**src/rtl/wl_rec_pkg.sv**
```systemverilog
package wl_rec_pkg;
    localparam int DLY_W    = 8;
    localparam int CRIT_W   = 16;
    localparam int GROSS_LSB = 5;
    localparam logic [DLY_W-1:0] GROSS_MASK = 8'hE0;
    localparam logic [DLY_W-1:0] ONE_GROSS  = 8'h20;
    localparam logic [DLY_W-1:0] TWO_GROSS  = 8'h40;
    localparam int WINDOW   = 32;

    typedef struct packed {
        logic                     adj;
        logic                     neg_ok;
        logic                     early;
    } wl_mode_t;

    typedef struct packed {
        logic [DLY_W-1:0]         dly;
        logic                     cand_vld;
        logic signed [CRIT_W-1:0] cand;
    } wl_res_t;

    function automatic logic signed [CRIT_W-1:0] sext_minus(input logic [DLY_W:0] v);
        return $signed({{(CRIT_W-DLY_W-1){1'b0}}, v}) - $signed(CRIT_W'(64));
    endfunction

    function automatic logic [2:0] gross_of(input logic [DLY_W-1:0] v);
        return v[DLY_W-1:GROSS_LSB];
    endfunction
endpackage

```
**src/rtl/wl_gross_restore.sv**
```systemverilog
module wl_gross_restore
    import wl_rec_pkg::*;
(
    input  logic [DLY_W-1:0] seed,
    input  logic [DLY_W-1:0] meas,
    input  wl_mode_t         mode,
    output wl_res_t          res
);
    logic [DLY_W-1:0] seed_gross;
    logic [DLY_W-1:0] sum8;
    logic             seed_odd;
    logic             seed_g0;

    always_comb begin
        seed_gross = seed & GROSS_MASK;
        sum8       = meas + seed_gross;
        seed_odd   = seed[GROSS_LSB];
        seed_g0    = (gross_of(seed) == 3'd0);
        res        = '0;
        res.dly    = meas;
        if (mode.adj) begin
            if (seed_odd) begin
                if (mode.neg_ok && seed[DLY_W-1]) begin
                    res.dly      = meas - TWO_GROSS;
                    res.cand_vld = 1'b1;
                    res.cand     = sext_minus({1'b0, meas});
                end else begin
                    res.dly = sum8 - ONE_GROSS;
                end
            end else if (seed_g0 && (meas < TWO_GROSS)) begin
                if (mode.neg_ok) begin
                    res.dly      = meas - TWO_GROSS;
                    res.cand_vld = 1'b1;
                    res.cand     = sext_minus({1'b0, meas});
                end else begin
                    res.dly = '0;
                end
            end else begin
                res.dly = sum8 - TWO_GROSS;
                if (mode.early) begin
                    res.cand_vld = 1'b1;
                    res.cand     = sext_minus({1'b0, sum8});
                end
            end
        end else if (seed_g0 && (gross_of(meas) == 3'd3)) begin
            res.dly = '0;
        end
    end
endmodule

```
**src/rtl/wl_range_check.sv**
```systemverilog
module wl_range_check
    import wl_rec_pkg::*;
(
    input  logic [DLY_W-1:0] seed,
    input  logic [DLY_W-1:0] dly,
    input  logic             neg_ok,
    output logic             oor
);
    logic [DLY_W:0] s_ext;
    logic [DLY_W:0] d_ext;

    always_comb begin
        s_ext = {1'b0, seed};
        d_ext = {1'b0, dly};
        oor   = !neg_ok &&
                ((d_ext > s_ext + (DLY_W+1)'(WINDOW)) || (s_ext > d_ext + (DLY_W+1)'(WINDOW)));
    end
endmodule

```
**src/rtl/wl_crit_tracker.sv**
```systemverilog
module wl_crit_tracker
    import wl_rec_pkg::*;
(
    input  logic                     clk,
    input  logic                     rst,
    input  logic                     clr,
    input  logic                     upd,
    input  logic signed [CRIT_W-1:0] cand,
    output logic signed [CRIT_W-1:0] crit
);
    logic signed [CRIT_W-1:0] base;
    logic signed [CRIT_W-1:0] nxt;

    always_comb begin
        base = clr ? '0 : crit;
        nxt  = base;
        if (upd && (cand < base)) nxt = cand;
    end

    always_ff @(posedge clk) begin
        if (rst) crit <= '0;
        else     crit <= nxt;
    end
endmodule

```
**src/rtl/wl_result_recover.sv**
```systemverilog
module wl_result_recover
    import wl_rec_pkg::*;
(
    input  logic                     clk,
    input  logic                     rst,
    input  logic                     in_valid,
    input  logic [7:0]               seed,
    input  logic [7:0]               meas,
    input  logic                     seed_adj_en,
    input  logic                     neg_ok,
    input  logic                     early_mode,
    input  logic                     crit_clr,
    output logic                     out_valid,
    output logic [7:0]               final_dly,
    output logic                     out_of_range,
    output logic signed [15:0]       crit_min
);
    wl_mode_t mode;
    wl_res_t  res;
    logic     oor_c;

    assign mode = '{adj: seed_adj_en, neg_ok: neg_ok, early: early_mode};

    wl_gross_restore u_restore (
        .seed (seed),
        .meas (meas),
        .mode (mode),
        .res  (res)
    );

    wl_range_check u_range (
        .seed   (seed),
        .dly    (res.dly),
        .neg_ok (neg_ok),
        .oor    (oor_c)
    );

    wl_crit_tracker u_crit (
        .clk  (clk),
        .rst  (rst),
        .clr  (crit_clr),
        .upd  (in_valid && res.cand_vld),
        .cand (res.cand),
        .crit (crit_min)
    );

    always_ff @(posedge clk) begin
        if (rst) begin
            out_valid    <= 1'b0;
            final_dly    <= '0;
            out_of_range <= 1'b0;
        end else begin
            out_valid <= in_valid;
            if (in_valid) begin
                final_dly    <= res.dly;
                out_of_range <= oor_c;
            end
        end
    end
endmodule

```
**config.mk**
```make
export PLATFORM = sky130hd
export DESIGN_NAME = wl_result_recover
export DESIGN_NICKNAME = d
export VERILOG_FILES = /design/src/rtl/wl_rec_pkg.sv /design/src/rtl/wl_gross_restore.sv /design/src/rtl/wl_range_check.sv /design/src/rtl/wl_crit_tracker.sv /design/src/rtl/wl_result_recover.sv
export SDC_FILE = /design/constraint.sdc
export NUM_CORES = 1
export LEC_CHECK = 0
export BUFFER_PORTS_ARGS = -buffer_cell sky130_fd_sc_hd__buf_2
export CORE_ASPECT_RATIO = 0.6
export CORE_MARGIN = 10
export CORE_UTILIZATION = 60
export CTS_CLUSTER_SIZE = 40
export DETAILED_ROUTE_END_ITERATION = 8
export PLACE_DENSITY = 0.94
export SETUP_SLACK_MARGIN = 0.5
export SLEW_MARGIN = 20
export SYNTH_ARGS = -nofsm -noshare
export SYNTH_HDL_FRONTEND = slang
export SYNTH_SLANG_ARGS = --single-unit
export TNS_END_PERCENT = 100
```
**constraint.sdc**
```tcl
create_clock -name clk -period 8.88 [get_ports clk]
set_input_delay 0.888 -clock clk [delete_from_list [all_inputs] [get_ports clk]]
set_output_delay 0.888 -clock clk [all_outputs]
set_load 0.02 [all_outputs]
```
## After elaboration in Yosys (flattened, before gate mapping)

Index checks and enable logic that the tools add are counted.

| word-level totals | value |
|---|---|
| bits in registers | 26 |
| input bits | 23 |
| output and inout bits | 26 |
| logic and storage cells | 38 |

| cells by class | value |
|---|---|
| add/subtract/negate cells | 8 |
| order comparisons | 4 |
| equal/unequal tests | 1 |
| mux-type cells | 12 |
| reductions and logical operators | 9 |

Operator list:

| operator | number |
|---|---|
| $mux 17 | 4 |
| $mux 25 | 2 |
| $mux 16 | 2 |
| $mux 8 | 4 |
| $add 8x6->9 const B | 2 |
| $gt 8x9->1 | 2 |
| $sub 8x7->9 const B | 2 |
| $lt 16x16->1 | 1 |
| $sub 8x7->8 const B | 2 |
| $add 8x8->8 | 1 |
| $lt 8x7->1 const B | 1 |
| $sub 8x6->8 const B | 1 |
| $logic_and 1x1->1 | 6 |
| $eq 3x2->1 const B | 1 |
| $logic_not 3->1 | 1 |
| $logic_not 1->1 | 1 |
| $logic_or 1x1->1 | 1 |

## Depth between registers and ports, before layout

| logic depth | value |
|---|---|
| word-level depth | 10 |
| mapped depth | 17 |
| depth with buffers taken out | 16 |

## Hierarchy

A second synthesis with hierarchy kept.

| unflattened totals | value |
|---|---|
| cells, all modules | 297 |
| area total of the unflattened synthesis | 2555.0 sq um |

By module, submodules not included:

| module | times used | cells an instance | area each (sq um) | seq. area each (sq um) |
|---|---|---|---|---|
| wl_crit_tracker | 1 | 127 | 1162.4 | 320.3 |
| wl_gross_restore | 1 | 82 | 593.1 | 0.0 |
| wl_range_check | 1 | 56 | 446.7 | 0.0 |
| wl_result_recover | 1 | 32 | 352.8 | 200.2 |

## Worst setup path after synthesis

No wires, ideal clock.

| timing path | value |
|---|---|
| path type | input -> register |
| start | input seed[5] |
| end | register u_crit.crit[0] |
| library setup time | 0.072 ns |
| arrival | 4.189 ns |
| required time | 8.808 ns |
| path slack | 4.619 ns |
| stages on the path | 15 |
| buffers on the path | 1 |
| path through | ha_1 > fa_1 > xor2_1 > xnor2_1 > ha_1 > mux2i_1 > a21oi_1 > ha_1 > a311oi_1 > o21ai_0 > and2_2 > nor3b_1 > a21oi_4 > buf_12 > mux2i_1 |

| between the ends | value |
|---|---|
| word-level cells in the longest chain between the ends | 9 |
| elaborated cells on any way between the ends | 12 |
| those cells by class | add/sub: 2; order compare: 1; mux: 5; reduce/logical: 4 |

Ends and longest elaborated chain:

| element | line | text |
|---|---|---|
| start: declaration | wl_result_recover.sv:7 | `input logic [7:0] seed,` |
| $add 8x8->8 | wl_gross_restore.sv:16 | `sum8 = meas + seed_gross;` |
| $sub 8x7->9 | wl_rec_pkg.sv:23 | `return $signed({{(CRIT_W-DLY_W-1){1'b0}}, v}) - $signed(CRIT_W'(64));` |
| $mux 17 | wl_gross_restore.sv:40 | `if (mode.early) begin` |
| $mux 25 | wl_gross_restore.sv:30 | `end else if (seed_g0 && (meas < TWO_GROSS)) begin` |
| $mux 25 * | wl_gross_restore.sv:22 | `if (seed_odd) begin` |
| $mux 17 * | wl_gross_restore.sv:21 | `if (mode.adj) begin` |
| $lt 16x16->1 | wl_crit_tracker.sv:17 | `if (upd && (cand < base)) nxt = cand;` |
| $logic_and 1x1->1 | wl_crit_tracker.sv:17 |  |
| $mux 16 * | wl_crit_tracker.sv:17 |  |
| end signal: assignment | wl_crit_tracker.sv:22 | `else crit <= nxt;` |
| end: declaration | wl_crit_tracker.sv:9 | `output logic signed [CRIT_W-1:0] crit` |

Mark *: on every way between the ends. The rest lies on a longest branch, timed or not.
A chain may end at the register's enable or synchronous reset.

## Final worst setup path

| timing path | value |
|---|---|
| start | input seed[5] |
| end | register u_crit.crit[12] |

Same word-level chain as after synthesis.

==> impl_metrics.toml <==
[sta]
drv_slew = 0
hold_viol_final = 0
max_clock_freq_ghz = 0.201
setup-tns-final_ns = 0
period_minus_slack_ns = 4.97
tightest_slew_ns = 0.706
skew_ns = 0.00342
rsz0062_at_grt = "no"
setup-violations-final = 0
maxSlewHeadroom = 0.528
min_period_over_period = 0.560

[clock_tree]
post_cts_buffers = 0
clock_sinks = 26
tritoncts = "built"
h-tree-depth = 1
cts_root_buf = "clkbuf_8"
clk_pin_slew_ns = 0.10
cts_resized = 0
cts.path.max_buffers = 2
numCtsBuffers = 3
cts_hold_buf = 0
clock_latency_ns = 0.28

[run]
drv_cap = 0

[setup_path]
critPathSlowestCell = "a21oi_1"
r2r_slack_ns = 6.20
crit_chain = "buf_2 > inv_2 > ha_1 > and3b_1 > nor3b_2 > nor2_1 > a21oi_1 > ha_1 > a311oi_1 > o21ai_0 > and2_2 > nor3b_1 > a21oi_4 > mux2i_1"
cp_max_fo = 16
critical_path_class = "input port to flip-flop"
cp.arrival_ns = 5.19
crit_path_frequent_cell = "ha_1"
crit_required_ns = 9.10
end_kind = "flip-flop"
startpoint_type = "input port"
max_stage_delay_ns = 0.58
rr_startpoint = "u_crit.crit[14]"
rr_endpoint = "u_crit.crit[12]"
critPathLaunch = "seed[5]"
r2r_cells = 8

[grt]
grt_max_degree = 36
top_usage_layer = "met2"
grt_pass1_vias = 2206
gr-usage-met3 = 0.0655
grt_usage = 0.175
grt_pass1_wl_mm = 10.5
grt_overflow = 0
antenna_found_initial = 0
gr-usage-met1 = 0.223
grtUsageMet2 = 0.265

[logic_synthesis]
syn_area_um2 = 2480
synth_area_leader_cell = "dfxtp_1"
synthDistinctLibCells = 59
syn_inst = 279
synth-edff-count = 0
synth_top_area_share = 0.210
yosys_warnings = 0
ys_ff_latch = 26
synth_ff_type = "dfxtp_1"
synthesis.nets = 340
synth_area_leaders = "dfxtp_1, ha_1, mux2i_1"
synth_area_per_cell_um2 = 8.89
synth-async-reset-ratio = 0
yosysSeqAreaShare = 0.210

[detailed_routing]
viasPerCell = 5.92
antenna_left = 0
num_vias = 2183
drc = 0
drtIter0Drc = 162
finalWirelength_mm = 6.32
wl_per_cell_um = 17.1
drt_first_pass_iters = 4

[power]
peakVddDrop_uv = 79.4
power_density_nw_per_um2 = 123
power_uw = 342
p_leak_uw = 0.00142

[layout]
layoutNonFillerInstCount = 369
antenna_cells = 0
area_growth_pct = 12.4
final_cell_mix = "buf_2, ha_1, mux2i_1, dfxtp_1, inv_1"
final_common_cell = "buf_2"
nets = 384
layout-drive-gt1-share = 0.261
fin_area_um2 = 2790

[hold_path]
hold_start = "final_dly[4]"
hold-path-cell-count = 2
hold_class = "flip-flop to flip-flop"
worst_hold_path.endpoint = "final_dly[4]"

[place]
placed_cell_area_um2 = 2720
dp.cells = 365
io_buffers = 48
dp_hpwl_mm = 4.92
gp_congestion = 0.920

[die]
ios = 49
die-area_um2 = 7190
initial_utilization = 0.648
die_w_um = 103
rows = 17
die_h_um = 69.8
coreArea_um2 = 3830

[run_status]
outcome = "complete, no violations"
## layout make-up
| cell class | instances | area [um^2] |
|---|---|---|
| multi-input cells | 225 | 1830 |
| fillers | 311 | 1040 |
| flip-flops and latches | 26 | 520 |
| repair buffers | 48 | 240 |
| inverters | 19 | 71.3 |
| well taps | 47 | 58.8 |
| clock buffers | 3 | 41.3 |
| clock inverters | 1 | 30.0 |
## Yosys cell counts (3+ instances only)
library cell and instances:
or2_2 15, nor3_1 4, nor2b_1 7, ha_1 37, o21a_1 6, inv_1 18
mux2i_1 26, nand2b_2 6, or2b_1 8, dfxtp_1 26, nand2_1 14, o21ai_0 10
xnor2_1 4, nand3_1 4, clkbuf_1 4, a21oi_1 6, nor2_1 15, nand2b_1 12
o211ai_1 3, nand4_1 6
## per-stage QoR
step / hold slack [ns] / setup slack, ns / util
2_1_floorplan: 0.584 / 4.62 / -
3_5_place_dp: 0.486 / 3.78 / 0.709
6_report: 0.509 / 3.91 / 0.728
5_1_grt: 0.542 / 3.65 / 0.728
4_1_cts: 0.516 / 3.99 / 0.728
3_3_place_gp: 0.469 / 4.02 / 0.709
## state kept, by name (all words and copies together), names as in the netlist
signal,flops
final_dly,8
u_crit.crit,16
out_valid,1
out_of_range,1
## logic make-up (layout without fill, tap and decap cells)
group / count (synthesis) / in the layout / synth area share
AND/OR/NAND/NOR: 109 / 109 / 0.275
AO/OA/AOI/OAI: 46 / 46 / 0.139
adder cells (fa/ha/maj): 38 / 38 / 0.195
buffers and inverters: 28 / 71 / 0.0545
multiplexers: 27 / 27 / 0.109
flip-flops: 26 / 26 / 0.210
XOR/XNOR: 5 / 5 / 0.0176
## how the worst max path moves through the flow
stage / slack, ns / depth (start not counted) / end
after floorplan: 4.62 / 15 / u_crit.crit[0]
after global placement: 4.02 / 15 / u_crit.crit[7]
after detailed placement: 3.78 / 15 / u_crit.crit[2]
after CTS: 3.99 / 15 / u_crit.crit[14]
after global routing: 3.65 / 14 / u_crit.crit[6]
final: 3.91 / 14 / u_crit.crit[12]
## critical path: cells and delay by family
kind	cells	cell delay [ns]
AND/OR/NAND/NOR	5	1.26
adder cells (fa/ha/maj)	2	0.68
multiplexers	1	0.26
buffers and inverters	2	0.43
AO/OA/AOI/OAI	4	1.64
## report_power, final
group          switching, uW  internal [uW]  leakage, uW
clock network           42.2           60.4    0.0000357
registers               2.22            121     0.000212
logic                   67.6           48.6      0.00117
## routing by layer
metal,vias to the layer above,wire (um)
met5,-,0
met4,0,107
met3,13,564
met2,104,2760
met1,988,2890
li1,1078,-
Power figures use the tool's default switching activity.
